[config.mk]
export PLATFORM = sky130hd
export DESIGN_NAME = hexcell_top
export DESIGN_NICKNAME = d
export VERILOG_FILES = /design/src/rtl/hexcell_pkg.sv /design/src/rtl/hexcell_cfg.sv /design/src/rtl/hexcell_fu.sv /design/src/rtl/hexcell_route.sv /design/src/rtl/hexcell_top.sv
export SDC_FILE = /design/constraint.sdc
export NUM_CORES = 1
export LEC_CHECK = 0
export BUFFER_PORTS_ARGS = -buffer_cell sky130_fd_sc_hd__buf_2
export CAP_MARGIN = 20
export CORE_MARGIN = 2
export CORE_UTILIZATION = 38
export DETAILED_ROUTE_END_ITERATION = 7
export SYNTH_ARGS = -nofsm -noshare
export SYNTH_HDL_FRONTEND = slang
export SYNTH_SLANG_ARGS = --single-unit
[constraint.sdc]
create_clock -name clk -period 2.9 [get_ports clk]
set_input_delay 0.58 -clock clk [delete_from_list [all_inputs] [get_ports clk]]
set_output_delay 0.58 -clock clk [all_outputs]
set_load 0.1 [all_outputs]
[src/rtl/hexcell_pkg.sv]
package hexcell_pkg;
  localparam int FN_W    = 4;
  localparam int SEL_W   = 2;
  localparam int N_PORT  = 3;
  localparam int CFG_W   = FN_W + N_PORT * SEL_W;

  localparam logic [FN_W-1:0] FN_PASS    = 4'd0;
  localparam logic [FN_W-1:0] FN_AND     = 4'd1;
  localparam logic [FN_W-1:0] FN_OR      = 4'd2;
  localparam logic [FN_W-1:0] FN_XOR     = 4'd3;
  localparam logic [FN_W-1:0] FN_SATADD  = 4'd4;
  localparam logic [FN_W-1:0] FN_ABSDIFF = 4'd5;
  localparam logic [FN_W-1:0] FN_MAX     = 4'd6;
  localparam logic [FN_W-1:0] FN_MIN     = 4'd7;
  localparam logic [FN_W-1:0] FN_AVG3    = 4'd8;

  localparam logic [SEL_W-1:0] SEL_FU  = 2'd0;
  localparam logic [SEL_W-1:0] SEL_IN0 = 2'd1;
  localparam logic [SEL_W-1:0] SEL_IN1 = 2'd2;
  localparam logic [SEL_W-1:0] SEL_IN2 = 2'd3;

  typedef struct packed {
    logic [FN_W-1:0]                 fn;
    logic [0:N_PORT-1][SEL_W-1:0]    sel;
  } cell_cfg_t;
endpackage

[src/rtl/hexcell_cfg.sv]
module hexcell_cfg
  import hexcell_pkg::*;
(
  input  logic             clk,
  input  logic             rst_n,
  input  logic             load,
  input  logic [CFG_W-1:0] word,
  output cell_cfg_t        cfg_q
);
  cell_cfg_t cfg_d;

  always_comb begin
    cfg_d = cfg_q;
    if (load) cfg_d = cell_cfg_t'(word);
  end

  always_ff @(posedge clk or negedge rst_n) begin
    if (!rst_n) cfg_q <= '0;
    else        cfg_q <= cfg_d;
  end

  a_r3_cfg_hold: assert property (@(posedge clk) disable iff (!rst_n)
    !load |=> $stable(cfg_q));

  a_r2_cfg_capture: assert property (@(posedge clk) disable iff (!rst_n)
    load |=> (cfg_q == cell_cfg_t'($past(word))));
endmodule

[src/rtl/hexcell_fu.sv]
module hexcell_fu
  import hexcell_pkg::*;
#(
  parameter int DW = 8
) (
  input  logic            clk,
  input  logic            rst_n,
  input  logic [FN_W-1:0] fn,
  input  logic [DW-1:0]   a,
  input  logic [DW-1:0]   b,
  input  logic [DW-1:0]   c,
  output logic [DW-1:0]   res
);
  localparam int SUM2_W = DW + 1;
  localparam int SUM3_W = DW + 2;

  logic [SUM2_W-1:0] sum2;
  logic [SUM3_W-1:0] sum3;
  logic [SUM3_W-1:0] quot3;
  logic [DW-1:0]     hi;
  logic [DW-1:0]     lo;

  always_comb begin
    sum2  = {1'b0, a} + {1'b0, b};
    sum3  = {2'b00, a} + {2'b00, b} + {2'b00, c};
    quot3 = sum3 / SUM3_W'(3);
    hi    = (a >= b) ? a : b;
    lo    = (a >= b) ? b : a;
    case (fn)
      FN_PASS:    res = a;
      FN_AND:     res = a & b;
      FN_OR:      res = a | b;
      FN_XOR:     res = a ^ b;
      FN_SATADD:  res = sum2[DW] ? '1 : sum2[DW-1:0];
      FN_ABSDIFF: res = hi - lo;
      FN_MAX:     res = hi;
      FN_MIN:     res = lo;
      FN_AVG3:    res = quot3[DW-1:0];
      default:    res = '0;
    endcase
  end

  a_r6_sat_no_wrap: assert property (@(posedge clk) disable iff (!rst_n)
    (fn == FN_SATADD) |-> (res >= a && res >= b));

  a_r8_max_is_operand: assert property (@(posedge clk) disable iff (!rst_n)
    (fn == FN_MAX) |-> (res >= a && res >= b && (res == a || res == b)));

  a_r8_min_is_operand: assert property (@(posedge clk) disable iff (!rst_n)
    (fn == FN_MIN) |-> (res <= a && res <= b && (res == a || res == b)));

  a_r10_unused_zero: assert property (@(posedge clk) disable iff (!rst_n)
    (fn > FN_AVG3) |-> (res == '0));
endmodule

[src/rtl/hexcell_route.sv]
module hexcell_route
  import hexcell_pkg::*;
#(
  parameter int DW = 8
) (
  input  logic [DW-1:0]                 fu_res,
  input  logic [N_PORT-1:0][DW-1:0]     in_bus,
  input  logic [0:N_PORT-1][SEL_W-1:0]  sel,
  output logic [N_PORT-1:0][DW-1:0]     out_bus
);
  for (genvar p = 0; p < N_PORT; p++) begin : g_port
    always_comb begin
      case (sel[p])
        SEL_IN0: out_bus[p] = in_bus[0];
        SEL_IN1: out_bus[p] = in_bus[1];
        SEL_IN2: out_bus[p] = in_bus[2];
        default: out_bus[p] = fu_res;
      endcase
    end
  end
endmodule

[src/rtl/hexcell_top.sv]
module hexcell_top
  import hexcell_pkg::*;
#(
  parameter int DW = 8
) (
  input  logic             clk,
  input  logic             rst_n,
  input  logic             cfg_load,
  input  logic [CFG_W-1:0] cfg_word,
  input  logic             in_valid,
  input  logic [DW-1:0]    in_d0,
  input  logic [DW-1:0]    in_d1,
  input  logic [DW-1:0]    in_d2,
  output logic             out_valid,
  output logic [DW-1:0]    out_d0,
  output logic [DW-1:0]    out_d1,
  output logic [DW-1:0]    out_d2
);
  cell_cfg_t                  cfg_q;
  logic [DW-1:0]              fu_res;
  logic [N_PORT-1:0][DW-1:0]  in_bus;
  logic [N_PORT-1:0][DW-1:0]  routed;
  logic [N_PORT-1:0][DW-1:0]  dat_d;
  logic [N_PORT-1:0][DW-1:0]  dat_q;
  logic                       vld_q;

  assign in_bus[0] = in_d0;
  assign in_bus[1] = in_d1;
  assign in_bus[2] = in_d2;

  hexcell_cfg u_cfg (
    .clk   (clk),
    .rst_n (rst_n),
    .load  (cfg_load),
    .word  (cfg_word),
    .cfg_q (cfg_q)
  );

  hexcell_fu #(.DW(DW)) u_fu (
    .clk   (clk),
    .rst_n (rst_n),
    .fn    (cfg_q.fn),
    .a     (in_d0),
    .b     (in_d1),
    .c     (in_d2),
    .res   (fu_res)
  );

  hexcell_route #(.DW(DW)) u_route (
    .fu_res  (fu_res),
    .in_bus  (in_bus),
    .sel     (cfg_q.sel),
    .out_bus (routed)
  );

  always_comb begin
    dat_d = dat_q;
    if (in_valid) dat_d = routed;
  end

  always_ff @(posedge clk or negedge rst_n) begin
    if (!rst_n) begin
      dat_q <= '0;
      vld_q <= 1'b0;
    end else begin
      dat_q <= dat_d;
      vld_q <= in_valid;
    end
  end

  assign out_valid = vld_q;
  assign out_d0    = dat_q[0];
  assign out_d1    = dat_q[1];
  assign out_d2    = dat_q[2];

  a_r11_valid_latency: assert property (@(posedge clk) disable iff (!rst_n)
    in_valid |=> out_valid);

  a_r11_invalid_latency: assert property (@(posedge clk) disable iff (!rst_n)
    !in_valid |=> !out_valid);

  a_r12_hold_on_invalid: assert property (@(posedge clk) disable iff (!rst_n)
    !in_valid |=> ($stable(out_d0) && $stable(out_d1) && $stable(out_d2)));

  a_r4_bypass_port0: assert property (@(posedge clk) disable iff (!rst_n)
    (in_valid && !cfg_load && cfg_q.sel[0] == SEL_IN2) |=> (out_d0 == $past(in_d2)));

  a_r4_bypass_port2: assert property (@(posedge clk) disable iff (!rst_n)
    (in_valid && !cfg_load && cfg_q.sel[2] == SEL_IN0) |=> (out_d2 == $past(in_d0)));
endmodule

# [Word level (Yosys, flattened, before mapping)]
# Cells that the tools add are included.
# W data, S select, Z words.
[word_totals] in_bits=38 output_inout_bits=25 reg_bits=35 wordCells=42
[op_classes] bitwise=3 magnitude_cmp=1 div=1 add_sub_neg=4 n_mux=7 reduce_logical=1 n_eq_ne=17
[ops] op="$pmux W8 S3" count=3
[ops] op="$pmux W8 S9" count=1
[ops] op="$mux W8" count=3
[ops] op="$add A8 B8 Y9" count=2
[ops] op="$eq A4 B3 Y1 const B" count=4
[ops] op="$eq A2 B2 Y1 const B" count=6
[ops] op="$add A10 B8 Y10" count=1
[ops] op="$div A10 B2 Y10 const B" count=1
[ops] op="$and A8 B8 Y8" count=1
[ops] op="$eq A4 B2 Y1 const B" count=2
[ops] op="$ge A8 B8 Y1" count=1
[ops] op="$or A8 B8 Y8" count=1
[ops] op="$sub A8 B8 Y8" count=1
[ops] op="$xor A8 B8 Y8" count=1
[ops] op="$eq A2 B1 Y1 const B" count=3
[ops] op="$eq A4 B1 Y1 const B" count=1
[ops] op="$eq A4 B4 Y1 const B" count=1
[ops] op="$logic_not A4 Y1" count=1

# [Longest topological paths before layout]
# Gate-level depths: netlist of run 1.
[depth] word_depth=5 mapped_depth=27

# [Modules after synthesis]
# A second synthesis of run 1 with hierarchy kept.
[unflattened] cells_unflattened=544 hier_area_um2=5067.4
[modules_own_cells] mod="hexcell_fu" seq_area_each_um2=0.0 cells_per_inst=441 area_per_inst_um2=3044.2 instances=1
[modules_own_cells] mod="hexcell_top" seq_area_each_um2=625.6 cells_per_inst=52 area_per_inst_um2=1022.2 instances=1
[modules_own_cells] mod="hexcell_route" seq_area_each_um2=0.0 cells_per_inst=30 area_per_inst_um2=589.3 instances=1
[modules_own_cells] mod="hexcell_cfg" seq_area_each_um2=250.2 cells_per_inst=21 area_per_inst_um2=411.6 instances=1

# [Worst setup path after synthesis of run 1]
# OpenSTA, ideal clock, no wires.
[synth_timing] kind="input-to-reg" from="in in_d0[1]" to="reg dat_q (netlist bit out_d1[1])" arrival_time_ns=5.348 stages=25 setup_time_ns=0.136 n_path_buf=1 path_slack_ns=-2.583 path_cell_list="inv_1 -> ha_1 -> a21oi_1 -> nor2_1 -> nor2_1 -> o21bai_1 -> a21oi_1 -> xnor2_1 -> ha_1 -> and3_1 -> a221oi_2 -> nor2b_2 -> o21a_4 -> nor4b_4 -> or3_4 -> buf_4 -> nor2_1 -> a221oi_1 -> a2bb2oi_1 -> mux2_2 -> ha_1 -> a221oi_1 -> nand3_1 -> a221oi_1 -> a21oi_1"
[synth_via] elab_chain_len=5 elab_cells_between_ends=14 cone_classes="add/sub: 4; div: 1; order compare: 1; mux: 5; bitwise: 3"
[synth_lines] element="start, declared" line_no="hexcell_top.sv:11" source="input logic [DW-1:0] in_d0,"
[synth_lines] element="$add A8 B8 Y9 / $ge A8 B8 Y1 (equally long branches)"
[synth_lines] element="$add A10 B8 Y10, or another cell as far along" line_no="hexcell_fu.sv:25" source="sum3 = {2'b00, a} + {2'b00, b} + {2'b00, c};"
[synth_lines] element="$div A10 B2 Y10 / $sub A8 B8 Y8 (equally long branches)" line_no="hexcell_fu.sv:26, hexcell_fu.sv:35"
[synth_lines] element="$pmux W8 S9" line_no="hexcell_fu.sv:29" source="case (fn)"
[synth_lines] element="$pmux W8 S3 *" line_no="hexcell_route.sv:13" source="case (sel[p])"
[synth_lines] element="end signal, assigned" line_no="hexcell_top.sv:66" source="dat_q <= dat_d;"
[synth_lines] element="end, declared" line_no="hexcell_top.sv:24" source="logic [N_PORT-1:0][DW-1:0] dat_q;"
# Every way passes the cells marked *; elsewhere a longest branch is shown, timed or not.
# A chain may end at the register's enable or synchronous reset.

# [Worst setup path in the final report of run 1]
[layout_timing] from="in in_d1[1]" to="reg dat_q (netlist bit out_d2[0])"
[layout_via] elab_chain_len=5 elab_cells_between_ends=11 cone_classes="add/sub: 4; div: 1; order compare: 1; mux: 5"
[layout_lines] element="start, declared" line_no="hexcell_top.sv:12" source="input logic [DW-1:0] in_d1,"
[layout_lines] element="$add A8 B8 Y9 / $ge A8 B8 Y1 (equally long branches)"
[layout_lines] element="$add A10 B8 Y10, or another cell as far along" line_no="hexcell_fu.sv:25"
[layout_lines] element="$div A10 B2 Y10 / $sub A8 B8 Y8 (equally long branches)" line_no="hexcell_fu.sv:26, hexcell_fu.sv:35"
[layout_lines] element="$pmux W8 S9 *" line_no="hexcell_fu.sv:29"
[layout_lines] element="$pmux W8 S3 *" line_no="hexcell_route.sv:13"
# Marks and branches as above.

==> results of run 1 <==
## kinds of logic after synthesis
| family | after synthesis | synth area share (%) |
|---|---|---|
| compound gates | 222 | 34.0 |
| xor+xnor | 25 | 4.52 |
| fa+ha+maj | 38 | 10.1 |
| buf+inv | 67 | 6.09 |
| flops | 35 | 18.1 |
| mux | 39 | 10.3 |
| simple gates | 169 | 17.0 |
## layout by cell type, fill, tap and decap left out, types with 14 or more instances in the layout
cell type,n
buf_4,184
nand2_1,43
o21ai_0,32
ha_1,28
mux2i_1,16
inv_1,25
buf_2,59
dfrtp_1,35
nor2_1,53
xnor2_1,15
a21oi_1,37
buf_6,14
a21oi_2,15
## state kept, by name (all words and copies together) (netlist names)
| name | flops |
|---|---|
| out_d0 | 8 |
| u_cfg.cfg_q | 10 |
| out_valid | 1 |
| out_d1 | 8 |
| out_d2 | 8 |
## power groups by stage
stage,clock network [uW],registers [uW],logic [uW]
5_1_grt,647,640,4950
2_1_floorplan,0,1180,2020
6_report,619,629,4650
3_5_place_dp,0,637,4010
3_3_place_gp,0,633,3960
4_1_cts,629,630,4280
## worst max-delay path by stage
stage	to	startpoint	slack, ns	depth (start not counted)
after floorplan	out_d0[0]	in_d0[1]	-2.34	26
after global placement	out_d0[0]	in_d0[1]	-2.62	24
after detailed placement	out_d2[0]	in_d0[1]	-2.76	23
after CTS	out_d2[0]	in_d0[0]	-2.32	24
after global routing	out_d1[0]	in_d0[0]	-2.59	24
final	out_d2[0]	in_d1[1]	-2.38	25
## per-stage QoR
step | setup WS [ns] | hold WS (ns) | total power [uW] | setup TNS (ns)
detailed placement | -2.76 | 0.476 | 4650 | -52.90
finish | -2.38 | 0.385 | 5900 | -42.03
global route | -2.59 | 0.448 | 6230 | -46.42
global placement | -2.62 | 0.473 | 4590 | -50.43
floorplan | -2.34 | 0.284 | 3200 | -38.67
CTS | -2.32 | 0.406 | 5540 | -42.32
## worst register-to-register path, cell delays in order (launching register included)
cell and delay [ns]:
dfrtp_1 0.53, buf_4 0.25, nor3b_1 0.68, a221oi_1 0.19, buf_4 0.20, and4b_1 0.17, a22oi_1 0.20, a32oi_2 0.13
o21ai_1 0.17
## layer usage
metal	vias up	share of wire, %
met5	-	0.072
met4	2	3.5
met3	47	6.3
met2	217	46
met1	2790	44
li1	2696	-
## area by class of cell
type	instances	area, um2	share of cell area, %
clock buffer	5	125	1.68
clock inverter	3	43.8	0.589
inverter	28	109	1.46
multi-input combinational	493	4180	56.2
sequential	35	876	11.8
tap	172	215	2.90
timing repair buffer	260	1880	25.4
## timing repair
item                                   CTS  global route
resized for setup                       42            53
pin swaps                               28            41
setup buffers                           10            11
endpoints found under the hold margin    0             0
setup endpoints to repair               24            24
hold buffers                             0             0
==> key figures, run 1 <==
Synthesis
  • Most frequent cell after synthesis: nor2_1
  • Syn nets: 670
  • Synth Register Bits: 35
  • Mapped Area: 4850 um2
  • EDFF count, synth: 0
  • Area leader, netlist: dfrtp_1
  • Post-synth cell types: 92
  • Post-synth ARST share: 100%
  • Gate Count Post-Synth: 595
  • Synth top area cells: dfrtp_1 18%, ha_1 9.0%, a21oi_1 5.2%
  • Most used DFF post-synth: dfrtp_1
  • Post-synth top cells: 61 x nor2_1, 50 x a21oi_1, 44 x nand2_1, 40 x o21ai_0
  • Yosys top cell area share: 18.1%
  • Synth warnings: 0
  • Synth Area per Inst: 8.15 um2
  • Seq/Total Area, Yosys: 18.1%

Cells and area
  • Design area: 7430 um2
  • Ant diodes: 0
  • FILL cells: 1137
  • Share of cells above drive strength 1: 48.4%
  • P&R area growth vs syn: 53.3%
  • Final Util: 59.4%
  • Nets: 898
  • Final cell count without fillers: 996

Critical path
  • Worst flop-to-flop path endpoint: out_d2[0]
  • Setup Crit Path Kind: input pin to flip-flop
  • Largest stage delay, worst path: 0.37 ns
  • WP buf/inv: 4
  • Crit path DAT: 5.43 ns
  • R2R cell count: 8
  • CP delay by family, top: compound AO/OA/AOI/OAI gates
  • Worst Path Required: 3.05 ns
  • Critical path endpoint category: flip-flop
  • Startpoint types: input pin
  • Most used cell, CP: buf_6
  • Critical-path top delay cell: or3b_1
  • Crit Reg-Reg Startpoint: u_cfg.cfg_q[7]
  • Worst Path Max Fanout: 7
  • Reg2reg setup slack: 0.28 ns

Power and ir drop
  • Clock Power Share: 10.5%
  • Pleak: 0.00333 uW
  • Power Density: 794 nW/um2
  • Reg power frac: 10.7%
  • Internal: 3000 uW
  • NetSw: 2900 uW
  • Logic pwr share: 78.9%
  • Sw Ratio: 49.2%
  • Max IR drop VDD: 0.323 mV

Timing
  • Worst-margin pin slew: 0.936 ns
  • Clock Skews: 0.00872 ns
  • Crit path time final: 5.28 ns
  • Highest clock rate: 0.190 GHz
  • Setup ws final: -2.38 ns
  • Max_slew headroom: 37.5%
  • Final period util: 182%
  • Final Max Tran Viols: 0
  • # setup viols final: 24
  • Final hold violation count: 0
  • RSZ-0062 raised after global routing: yes

Detailed routing
  • DR iter-0 viols: 420
  • Final WL: 18100 um
  • Average wire per standard cell: 18.2 um
  • Via count: 5752
  • Routed Antenna Nets: 0
  • Pre-antenna DRT Iters: 5
  • DRC: 0
  • Vias/cell: 5.78

CTS
  • CTS buffer count: 5
  • CTS tree: built
  • Root buf cell: clkbuf_16
  • Worst-path clk slew: 0.06 ns
  • Htree depth: 2
  • Clk sinks: 35
  • Deepest clock path buffer count: 2
  • Clk_lat worst skew: 0.28 ns

Global routing
  • GRT Residual Overflow: 0
  • GRT Overall Usage: 26.2%
  • Largest net degree at the start of global routing: 36
  • First-pass GRT wire length: 28300 um
  • Most Crowded Layer GR: met2
  • Met1 GRT Util: 35.4%
  • Met3 Usage GRT: 4.94%
  • Vias in the first global route: 5593
  • Initial antenna violation count: 1
  • M2 GR Usage: 42.2%

Floorplanning
  • Die area: 13700 um2
  • Top-Level Pins: 63
  • Starting Density: 38.7%
  • Num rows: 41
  • Chip height: 117 um
  • Core Box Area: 12500 um2
  • Overall die width: 117 um

Flow run
  • Maxcap violations: 0

Placement
  • DP Cell Count: 968
  • Routability cong.: 0.944
  • Dpl hpwl: 14300 um
  • Post-DP Area: 6660 um2
  • Port bufs: 62

Status
  • Status: finished, violations left
  • Failing checks: negative setup slack

Min path
  • Hold WC Path Type: input pin to async pin
(Power assumes the default switching activity.)
==> run 2: changes to the inputs <==
--- a/config.mk
+++ b/config.mk
@@ -5,6 +5,7 @@
 export SDC_FILE = /design/constraint.sdc
 export NUM_CORES = 1
 export LEC_CHECK = 0
+export ABC_AREA = 1
 export BUFFER_PORTS_ARGS = -buffer_cell sky130_fd_sc_hd__buf_2
 export CAP_MARGIN = 20
 export CORE_MARGIN = 2
==> run 2 against run 1 <==
The run still ends with negative setup slack left. Sequential power decreased by 2%. Sequential share of layout area increased by 2.1 points. Final area decreased by 15%. Wire length decreased by 15%. Critical endpoint unchanged. Hold slack got worse by 0.024 ns. Critical path depth increased by 18. Largest cell class unchanged. Setup slack improved by 0.19 ns. Non-clock buffer count decreased by 60. Maximum frequency increased by 3.8%. Clock-buffer cell count increased by 1. Sequential cell count unchanged.
==> key figures, run 2 <==
Status
  • Status: finished, violations left
  • Failing checks: negative setup slack

Power and ir drop
  • Logic pwr share: 81.6% (+2.7 points)
  • Reg power frac: 11.6% (+0.9 points)
  • NetSw: 2810 uW (-3.2%)
  • Internal: 2510 uW (-16%)
  • Pleak: 0.00322 uW (-3.5%)
  • Max IR drop VDD: 0.888 mV (+170%)
  • Clock Power Share: 6.8% (-3.7 points)
  • Power Density: 845 nW/um2 (+6.4%)
  • Sw Ratio: 52.9% (+3.6 points)

Timing
  • Worst-margin pin slew: 0.784 ns (-0.152 ns)
  • Final Max Tran Viols: 0 (unchanged)
  • Setup ws final: -2.18 ns (+0.194 ns)
  • Clock Skews: 0.00350 ns (-0.00522 ns)
  • Final hold violation count: 0 (unchanged)
  • Highest clock rate: 0.197 GHz (+3.8%)
  • # setup viols final: 24 (unchanged)
  • RSZ-0062 raised after global routing: yes
  • Crit path time final: 5.08 ns (-0.194 ns)
  • Final period util: 175% (-6.7 points)
  • Max_slew headroom: 47.7% (+10 points)

Floorplanning
  • Chip height: 109 um (-7.2%)
  • Starting Density: 38.7% (-0.066 points)
  • Top-Level Pins: 63 (unchanged)
  • Overall die width: 109 um (-7.2%)
  • Num rows: 38 (-7.3%)
  • Core Box Area: 10700 um2 (-14%)
  • Die area: 11800 um2 (-14%)

Synthesis
  • Post-synth top cells: 187 x nand2_1, 84 x inv_1, 70 x o21ai_0, 50 x nor2_1
  • Proportion of synthesized area in mux cells: 0% (-10 points)
  • Synth Area per Inst: 6.37 um2 (-22%)
  • Post-synth cell types: 49 (-47%)
  • Post-synth ARST share: 100% (unchanged)
  • Yosys top cell area share: 21.1% (+3.0 points)
  • Synth Register Bits: 35 (unchanged)
  • Most used DFF post-synth: dfrtp_1
  • Adder-cell share of the synthesized area: 11.5% (+1.4 points)
  • Mapped Area: 4150 um2 (-14%)
  • Syn nets: 727 (+8.5%)
  • Synth warnings: 0 (unchanged)
  • Synth top area cells: dfrtp_1 21%, nand2_1 17%, ha_1 11%
  • Largest family of logic cells by synthesized area: simple AND/OR/NAND/NOR gates
  • Area leader, netlist: dfrtp_1
  • Post-synthesis compound-gate area fraction: 25.9% (-8.1 points)
  • Most frequent cell after synthesis: nand2_1
  • Seq/Total Area, Yosys: 21.1% (+3.0 points)
  • Gate Count Post-Synth: 652 (+9.6%)
  • EDFF count, synth: 0 (unchanged)
  • Post-Synth Simple-Gate Area: 29.7% (+13 points)
  • XOR/XNOR Fraction of Synth Area: 2.53% (-2.0 points)

Critical path
  • Worst Path Required: 3.08 ns (+0.03 ns)
  • Startpoint types: input pin
  • Crit path DAT: 5.26 ns (-0.17 ns)
  • Setup Crit Path Kind: input pin to flip-flop
  • Crit Reg-Reg Startpoint: u_cfg.cfg_q[7]
  • Most used cell, CP: nand2_2
  • Worst flop-to-flop path endpoint: out_d0[5]
  • R2R cell count: 14 (+6)
  • Largest stage delay, worst path: 0.30 ns (-0.07 ns)
  • Critical path endpoint category: flip-flop
  • Reg2reg setup slack: 0.39 ns (+0.11 ns)
  • Worst Path Max Fanout: 5 (-2)
  • Critical-path top delay cell: ha_1

CTS
  • Worst-path clk slew: 0.07 ns (about the same)
  • Htree depth: 2 (unchanged)
  • Clk sinks: 35 (unchanged)
  • Root buf cell: clkbuf_8
  • CTS buffer count: 5 (unchanged)
  • CTS tree: built
  • Deepest clock path buffer count: 2 (unchanged)
  • Clk_lat worst skew: 0.28 ns (about the same)

Detailed routing
  • Pre-antenna DRT Iters: 5 (unchanged)
  • DRC: 0 (unchanged)
  • Average wire per standard cell: 15.6 um (-15%)
  • Routed Antenna Nets: 0 (unchanged)
  • Final WL: 15400 um (-15%)
  • DR iter-0 viols: 373 (-11%)
  • Via count: 5133 (-11%)
  • Vias/cell: 5.20 (-9.9%)

Global routing
  • Initial antenna violation count: 0 (-1)
  • GRT Overall Usage: 25.8% (-0.41 points)
  • GRT Residual Overflow: 0 (unchanged)
  • Largest net degree at the start of global routing: 36 (unchanged)
  • Vias in the first global route: 4969 (-11%)
  • First-pass GRT wire length: 23800 um (-16%)

Cells and area
  • Sequential cell area: 876 um2 (unchanged)
  • Design area: 6300 um2 (-15%)
  • Nets: 922 (+2.7%)
  • P&R area growth vs syn: 51.6%
  • Most common cell after layout, fill and taps aside: nand2_1
  • Area occupied by multi-input gates: 3410 um2 (-18%)
  • Largest Register: u_cfg.cfg_q
  • Most frequent cells in the layout: 158 x nand2_1, 132 x buf_4, 76 x inv_1
  • Share of cells above drive strength 1: 39.8% (-8.6 points)
  • Largest register FFs: 10 (unchanged)
  • FILL cells: 1039 (-8.6%)
  • Ant diodes: 0 (unchanged)

Placement
  • Post-Place Worst Slack: -2.58 ns (+0.179 ns)
  • Dpl hpwl: 11900 um (-17%)
  • Routability cong.: 0.960 (+1.6%)
  • Port bufs: 62 (unchanged)
  • Post-DP Area: 5500 um2 (-17%)

Min path
  • Hold WC Path Type: input pin to async pin

Flow run
  • Maxcap violations: 0 (unchanged)
[run 2: changes by cell type in the layout (fill, tap and decap cells not counted), sizes merged, moves of 11 or more]
cell    before  now
nand2       44  199
buf        260  200
inv         27   87
o21ai       50   81
o22ai        0   24
a21oi       54   34
nand3        8   26
mux2        17    0
xnor2       18    1
mux2i       16    0
a221oi      18    3
nor3        20    5
a221o       12    1
[run 2: final cells by class]
type	instances	share of cell area [%]
multi-input combinational	517	54.1
timing repair buffer	200	22.4
sequential	35	13.9
inverter	88	5.38
tap	140	2.78
clock buffer	6	1.31
clock inverter	1	0.0795
[run 2: worst max-delay path by stage]
stage / slack [ns] / from / endpoint / depth (start not counted)
after CTS: -2.13 / in_d1[0] / out_d1[0] / 43
after detailed placement: -2.58 / in_d0[1] / out_d0[0] / 45
after global placement: -2.40 / in_d0[1] / out_d1[0] / 44
after floorplan: -2.07 / in_d1[2] / out_d0[0] / 44
final: -2.18 / in_d0[1] / out_d2[0] / 43
after global routing: -2.50 / in_d0[1] / out_d2[0] / 46
[run 2: timing repair]
item | in CTS | in global routing
endpoints found under the setup margin | 24 | 24
pin swaps | 53 | 52
resized for setup | 87 | 70
hold buffers | 0 | 0
buffers inserted | 22 | 7
[run 2: logic make-up (layout without fill, tap and decap cells)]
group,count (synthesis),in the layout
xor+xnor,12,12
compound gates,176,176
flops,35,35
fa+ha+maj,37,37
buf+inv,100,295
simple gates,292,292
[run 2: metal layers]
| metal | up-vias | track usage, % | part of all wire [%] |
|---|---|---|---|
| met5 | - | 0 | 0 |
| met4 | 0 | 4.40 | 1.2 |
| met3 | 19 | 2.95 | 4.6 |
| met2 | 130 | 46.1 | 50 |
| met1 | 2411 | 33.8 | 45 |
| li1 | 2573 | - | - |
[run 2: stage by stage]
step           hold slack (ns)  power (uW)  TNS [ns]  utilization, %  std cells
3_3_place_gp             0.461        3780    -44.12            51.2        962
2_1_floorplan            0.284        2760    -31.55               -        652
5_1_grt                  0.416        5680    -42.59            58.6        987
4_1_cts                  0.397        4640    -33.93            55.8        980
6_report                 0.360        5320    -35.99            58.6        987
3_5_place_dp             0.461        3880    -46.75            51.2        962
[run 2: power groups by stage]
stage                     logic [uW]  registers [uW]  clock network (uW)
after floorplan                 1650            1110                   0
after global placement          3160             622                   0
after detailed placement        3250             624                   0
after CTS                       3660             616                 372
after global routing            4650             629                 395
final                           4340             617                 363
[run 2: worst max-delay path: cells and delay by family]
kind            cells  cell delay (ns)
xor+xnor            1             0.22
buf+inv             6             0.49
fa+ha+maj           3             0.71
compound gates      9             1.08
simple gates       24             2.16
